### config.mk
export PLATFORM = sky130hd
export DESIGN_NAME = leg_gate_guard
export DESIGN_NICKNAME = d
export VERILOG_FILES = /design/src/rtl/leg_pkg.sv /design/src/rtl/leg_dp.sv /design/src/rtl/leg_ctrl.sv /design/src/rtl/leg_gate_guard.sv
export SDC_FILE = /design/constraint.sdc
export NUM_CORES = 1
export LEC_CHECK = 0
export BUFFER_PORTS_ARGS = -buffer_cell sky130_fd_sc_hd__buf_2
export CAP_MARGIN = 20
export CELL_PAD_IN_SITES_DETAIL_PLACEMENT = 1
export CELL_PAD_IN_SITES_GLOBAL_PLACEMENT = 2
export CORE_AREA = 2 2 55 57
export CTS_CLUSTER_DIAMETER = 60
export DETAILED_ROUTE_END_ITERATION = 8
export DIE_AREA = 0 0 57 59
export PLACE_DENSITY = 0.73
export SLEW_MARGIN = 20
export SYNTH_ARGS = -nofsm -noshare
export SYNTH_HDL_FRONTEND = slang
export SYNTH_SLANG_ARGS = --single-unit
### constraint.sdc
create_clock -name clk -period 1.9 [get_ports clk]
set_input_delay 0.19 -clock clk [delete_from_list [all_inputs] [get_ports clk]]
set_output_delay 0.19 -clock clk [all_outputs]
set_load 0.05 [all_outputs]
### src/rtl/leg_pkg.sv
package leg_pkg;

  typedef enum logic [1:0] {
    LEG_OFF  = 2'd0,
    LEG_DEAD = 2'd1,
    LEG_HI   = 2'd2,
    LEG_LO   = 2'd3
  } legState_e;

  // strobes from control to datapath
  typedef struct packed {
    logic deadLoad;
    logic hoNext;
    logic loNext;
  } legStrobe_t;

  // synchronised view of the leg returned to control
  typedef struct packed {
    logic hiAct;
    logic loAct;
    logic hiFall;
    logic hiUv;
    logic kill;
    logic deadDone;
  } legStatus_t;

endpackage

### src/rtl/leg_dp.sv
module leg_dp
  import leg_pkg::*;
#(
  parameter int DEAD_CYC    = 38,
  parameter int SYNC_STAGES = 2
) (
  input  logic       clk,
  input  logic       rst_n,
  input  logic       hiCmdN,
  input  logic       loCmdN,
  input  logic       enable,
  input  logic       fault,
  input  logic       hiUv,
  input  logic       loUv,
  input  legStrobe_t strobe,
  output legStatus_t status,
  output logic       hoOn,
  output logic       loOn
);

  localparam int NIN = 6;
  localparam int CNT_W = (DEAD_CYC > 1) ? $clog2(DEAD_CYC + 1) : 1;
  localparam logic [CNT_W-1:0] DEAD_LOAD = CNT_W'(DEAD_CYC - 1);
  // bit order: hiCmdN, loCmdN, enable, fault, hiUv, loUv
  localparam logic [NIN-1:0] RST_VAL = 6'b000011;

  logic [NIN-1:0] rawIn;
  logic [NIN-1:0] syncIn;
  assign rawIn = {loUv, hiUv, fault, enable, loCmdN, hiCmdN};

  for (genvar b = 0; b < NIN; b++) begin : g_sync
    logic [SYNC_STAGES-1:0] chain;
    always_ff @(posedge clk or negedge rst_n) begin
      if (!rst_n) chain <= {SYNC_STAGES{RST_VAL[b]}};
      else        chain <= {chain[SYNC_STAGES-2:0], rawIn[b]};
    end
    assign syncIn[b] = chain[SYNC_STAGES-1];
  end

  logic hiCmdS, loCmdS, enS, faultS, hiUvS, loUvS;
  assign {loUvS, hiUvS, faultS, enS, loCmdS, hiCmdS} = syncIn;

  logic hiPrev;
  always_ff @(posedge clk or negedge rst_n) begin
    if (!rst_n) hiPrev <= 1'b1;
    else        hiPrev <= hiCmdS;
  end

  logic [CNT_W-1:0] deadCnt;
  always_ff @(posedge clk or negedge rst_n) begin
    if (!rst_n)                deadCnt <= '0;
    else if (strobe.deadLoad)  deadCnt <= DEAD_LOAD;
    else if (deadCnt != '0)    deadCnt <= deadCnt - 1'b1;
  end

  always_ff @(posedge clk or negedge rst_n) begin
    if (!rst_n) begin
      hoOn <= 1'b0;
      loOn <= 1'b0;
    end else begin
      hoOn <= strobe.hoNext;
      loOn <= strobe.loNext;
    end
  end

  always_comb begin
    status.hiAct    = ~hiCmdS;
    status.loAct    = ~loCmdS;
    status.hiFall   = hiPrev & ~hiCmdS;
    status.hiUv     = hiUvS;
    status.kill     = faultS | ~enS | loUvS;
    status.deadDone = (deadCnt == '0);
  end

endmodule

### src/rtl/leg_ctrl.sv
module leg_ctrl
  import leg_pkg::*;
(
  input  logic       clk,
  input  logic       rst_n,
  input  legStatus_t status,
  output legStrobe_t strobe
);

  legState_e state, stateNext;
  logic hiArmed, hiArmedNext;
  logic conflict, hiWant, loWant, deadLoad;

  always_comb begin
    conflict = status.hiAct & status.loAct;
    hiWant   = status.hiAct & ~status.loAct & hiArmed & ~status.hiUv & ~status.kill;
    loWant   = status.loAct & ~status.hiAct & ~status.kill;
  end

  always_comb begin
    if (status.hiUv)        hiArmedNext = 1'b0;
    else if (status.hiFall) hiArmedNext = 1'b1;
    else                    hiArmedNext = hiArmed;
  end

  always_comb begin
    stateNext = state;
    deadLoad  = 1'b0;
    unique case (state)
      LEG_OFF: begin
        if (conflict) begin
          stateNext = LEG_DEAD;
          deadLoad  = 1'b1;
        end else if (hiWant) stateNext = LEG_HI;
        else if (loWant)     stateNext = LEG_LO;
      end
      LEG_HI: begin
        if (!hiWant) begin
          stateNext = LEG_DEAD;
          deadLoad  = 1'b1;
        end
      end
      LEG_LO: begin
        if (!loWant) begin
          stateNext = LEG_DEAD;
          deadLoad  = 1'b1;
        end
      end
      LEG_DEAD: begin
        if (conflict) deadLoad = 1'b1;
        else if (status.deadDone) begin
          if (hiWant)      stateNext = LEG_HI;
          else if (loWant) stateNext = LEG_LO;
          else             stateNext = LEG_OFF;
        end
      end
      default: stateNext = LEG_OFF;
    endcase
  end

  always_ff @(posedge clk or negedge rst_n) begin
    if (!rst_n) begin
      state   <= LEG_OFF;
      hiArmed <= 1'b0;
    end else begin
      state   <= stateNext;
      hiArmed <= hiArmedNext;
    end
  end

  always_comb begin
    strobe.deadLoad = deadLoad;
    strobe.hoNext   = (stateNext == LEG_HI);
    strobe.loNext   = (stateNext == LEG_LO);
  end

endmodule

### src/rtl/leg_gate_guard.sv
module leg_gate_guard
  import leg_pkg::*;
#(
  parameter int DEAD_CYC    = 38,
  parameter int SYNC_STAGES = 2
) (
  input  logic clk,
  input  logic rst_n,
  input  logic hiCmdN,
  input  logic loCmdN,
  input  logic enable,
  input  logic fault,
  input  logic hiUv,
  input  logic loUv,
  output logic hoOn,
  output logic loOn
);

  legStrobe_t strobe;
  legStatus_t status;

  leg_dp #(.DEAD_CYC(DEAD_CYC), .SYNC_STAGES(SYNC_STAGES)) u_dp (
    .clk(clk), .rst_n(rst_n),
    .hiCmdN(hiCmdN), .loCmdN(loCmdN), .enable(enable), .fault(fault),
    .hiUv(hiUv), .loUv(loUv),
    .strobe(strobe), .status(status),
    .hoOn(hoOn), .loOn(loOn)
  );

  leg_ctrl u_ctrl (
    .clk(clk), .rst_n(rst_n),
    .status(status), .strobe(strobe)
  );

endmodule

==> key figures <==
CTS
  – Gates resized, CTS repair: 0
  – Sink Count: 24
  – Clk root buf: clkbuf_4
  – Post-CTS setup buffers: 0
  – Clock-pin transition on the worst setup and hold timing paths: 0.13 ns
  – Inserted Clock Buffers: 3
  – CTS tree: yes
  – Skew-Pair Late Insertion Delay: 0.31 ns
  – H-tree lvl count: 1
  – Clk buf depth: 2

Yosys
  – Post-Synthesis Cells: 78
  – Commonest cells in the netlist: 19 x dfrtp_1, 6 x inv_1, 5 x dfstp_2
  – Syn Area/Cell: 12.7 µm²
  – Number of flops mapped to enable cells by yosys: 0
  – Post-synth ARST share: 100%
  – Most used DFF post-synth: dfrtp_1
  – Register area share after synthesis: 61.4%
  – Syn nets: 88
  – Post-synthesis register bit count: 24
  – Synth area leader: dfrtp_1
  – Count leader, synth: dfrtp_1
  – Top-area cell type share of the netlist area: 48.1%
  – Post-Syn Area: 988 µm²
  – Synth cell types: 37
  – Yosys warning count: 0
  – Synth top area cells: dfrtp_1 48%, dfstp_2 13%, ha_1 2.5%

Drt
  – Avg WL per Cell: 13.8 µm
  – Post-DRT Antenna Nets: 0
  – Via/cell ratio: 5.37
  – Total number of vias: 693
  – Initial DRC count: 8
  – WL final: 1.78 mm
  – DRC: 0
  – 1st-pass router iterations: 4

Pwr
  – NetSw: 0.358 mW
  – Power Total: 1.14 mW
  – Internal power: 0.779 mW
  – Leakage power: 0.496 nW
  – Power density over the cells: 967 mW/mm²
  – Peak supply drop: 0.000518 V
  – Flop pwr share: 57.6%
  – Switch share: 31.5%
  – Clk pwr share: 19.9%
  – Logic pwr share: 22.5%

Hold path
  – HP Class: in2async

Critical path
  – CP Launch Type: register
  – CP Max Fanout: 7
  – Worst Path Required: 2.12 ns
  – Critical Path Max Stage Delay: 0.47 ns
  – Worst path arrival time: 1.94 ns
  – CP Cell Sequence: inv_1, ha_1, nand2b_1, o311a_4, a311oi_2
  – Slowest-stage cell, CP: dfrtp_1
  – CP Class: reg2reg
  – CP endpoint kind: register

STA
  – Post-Route Setup TNS: 0 ns
  – Slew HR: 61.4%
  – RSZ-0062 raised after global routing: no
  – Setup Skew: 0.00880 ns
  – Fin. max-slew vios: 0
  – Crit share post-route: 90.4%
  – Fmax achieved: 582 MHz
  – # setup viols final: 0
  – Fin crit period: 1.72 ns
  – Worst-margin pin slew: 0.579 ns
  – Fin. Hold Viols: 0

Cells and area
  – Sequential Area: 607 µm²
  – N_diodes: 0
  – P&R area growth vs syn: 18.9%
  – Share of layout cells above drive strength 1: 24.5%
  – Filler cells: 299
  – Post-layout net count: 109
  – Multi-input gate area: 350 µm²

GRT
  – Initial antenna violation count: 0
  – Largest net degree at the start of global routing: 25
  – GRT overflow: 0
  – Global-route wire length before repair: 3.21 mm
  – Vias in the first global route: 729
  – Total Routing Usage GR: 12.5%

Floorplanning
  – Die Height: 59 µm
  – # rows: 19
  – Core footprint: 0.00271 mm²
  – # IOs: 10
  – Initial Util: 36.5%
  – Die Area: 0.00336 mm²
  – Die X: 57 µm

Placement
  – Gp weighted congestion: 0.820
  – DP Wirelength: 1.29 mm
  – PortBufs: 9

Flow run
  – MaxCap Viol Count: 0

Run status
  – Status: finished clean
cell usage in the layout (no fill, tap or decap), types with 2 or more instances in the layout:
master,netlist,routed
dfrtp_1,19,19
buf_2,1,9
dlygate4sd3_1,0,7
inv_1,6,6
dfstp_2,5,5
nand3_1,4,4
nor2_1,3,3
o21ai_0,3,3
clkbuf_4,0,3
or3_1,2,2
nor3_1,2,2
o31ai_1,2,2
a22oi_1,2,2
nor4_1,2,2
a22o_1,2,2
ha_1,2,2
buf_4,0,2
metal layers:
| metal | track usage [%] | share of wire (%) | vias to the layer above |
|---|---|---|---|
| met2 | 21.2 | 49 | 12 |
| met4 | 4.98 | 0.84 | 0 |
| met3 | 1.97 | 3.1 | 2 |
| met5 | 0 | 0 | - |
| met1 | 16.3 | 47 | 349 |
| li1 | - | - | 330 |
stage by stage:
step | utilization (%) | hold WS (ns) | area (µm²) | worst slack (ns) | cells
CTS | 43.4 | 0.366 | 1170 | 0.189 | 129
detailed placement | 39.8 | 0.203 | 1080 | 0.227 | 118
global route | 43.4 | 0.374 | 1170 | 0.0281 | 129
finish | 43.4 | 0.359 | 1170 | 0.183 | 129
floorplan | - | -0.106 | 988 | 0.373 | 78
global placement | 39.8 | 0.194 | 1080 | 0.252 | 118
cell families (layout without fill, tap and decap cells):
logic type | count (synthesis) | count (layout) | share of synthesized area, %
compound gates | 21 | 21 | 18.1
flops | 24 | 24 | 61.4
buf+inv | 8 | 28 | 3.16
simple gates | 22 | 22 | 13.9
xor+xnor | 1 | 1 | 0.886
fa+ha+maj | 2 | 2 | 2.53
final cells by class:
type	instances	area share (%)
Multi-Input combinational cell	46	29.8
Sequential cell	24	51.7
Inverter	6	1.92
Tap cell	31	3.30
Timing Repair Buffer	18	11.1
Clock buffer	4	2.24
worst max-delay path, delay by kind of cell, from the launching register on:
family | cells | cell delay, ns
DFF | 1 | 0.47
AOI/OAI and AO/OA | 2 | 0.64
and+or+nand+nor | 1 | 0.19
buffers and inverters | 1 | 0.13
adders and majority gates | 1 | 0.20
final timing paths:
| check | to | slack, ns | startpoint | cells after the start |
|---|---|---|---|---|
| max | u_ctrl.state[1]$_DFF_PN0_ | 0.18 | u_dp.deadCnt[1]$_DFFE_PN0P_ | 5 |
| max in group asynchronous | u_dp.g_sync[1].chain[1]$_DFF_PN1_ | 1.17 | rst_n | 2 |
| max reg2reg | u_ctrl.state[1]$_DFF_PN0_ | 0.18 | u_dp.deadCnt[1]$_DFFE_PN0P_ | 5 |
| min | u_dp.deadCnt[5]$_DFFE_PN0P_ | 0.36 | rst_n | 2 |
| min reg2reg | u_dp.g_sync[5].chain[1]$_DFF_PN0_ | 0.36 | u_dp.g_sync[5].chain[0]$_DFF_PN0_ | 0 |
| min in group clk | u_dp.g_sync[5].chain[1]$_DFF_PN0_ | 0.36 | u_dp.g_sync[5].chain[0]$_DFF_PN0_ | 0 |
state kept, by name, summed over array words and instances, names as in the netlist:
register,count
u_ctrl.state,2
u_dp.deadCnt,6
u_dp.g_sync.chain,12
u_dp.hiPrev,1
u_dp.hoOn,1
u_ctrl.hiArmed,1
u_dp.loOn,1
power by group through the flow:
stage	Combinational (mW)	Sequential, mW	Clock (mW)
6_report	0.256	0.654	0.226
4_1_cts	0.259	0.652	0.245
5_1_grt	0.292	0.665	0.263
2_1_floorplan	0.194	0.639	0
3_3_place_gp	0.247	0.659	0
3_5_place_dp	0.246	0.661	0
timing repair:
item                       4_1_cts  5_1_grt
hold buffers                     7        0
hold endpoints to repair        25        0
setup endpoints to repair        0        0
Power figures use the tool's default switching activity.
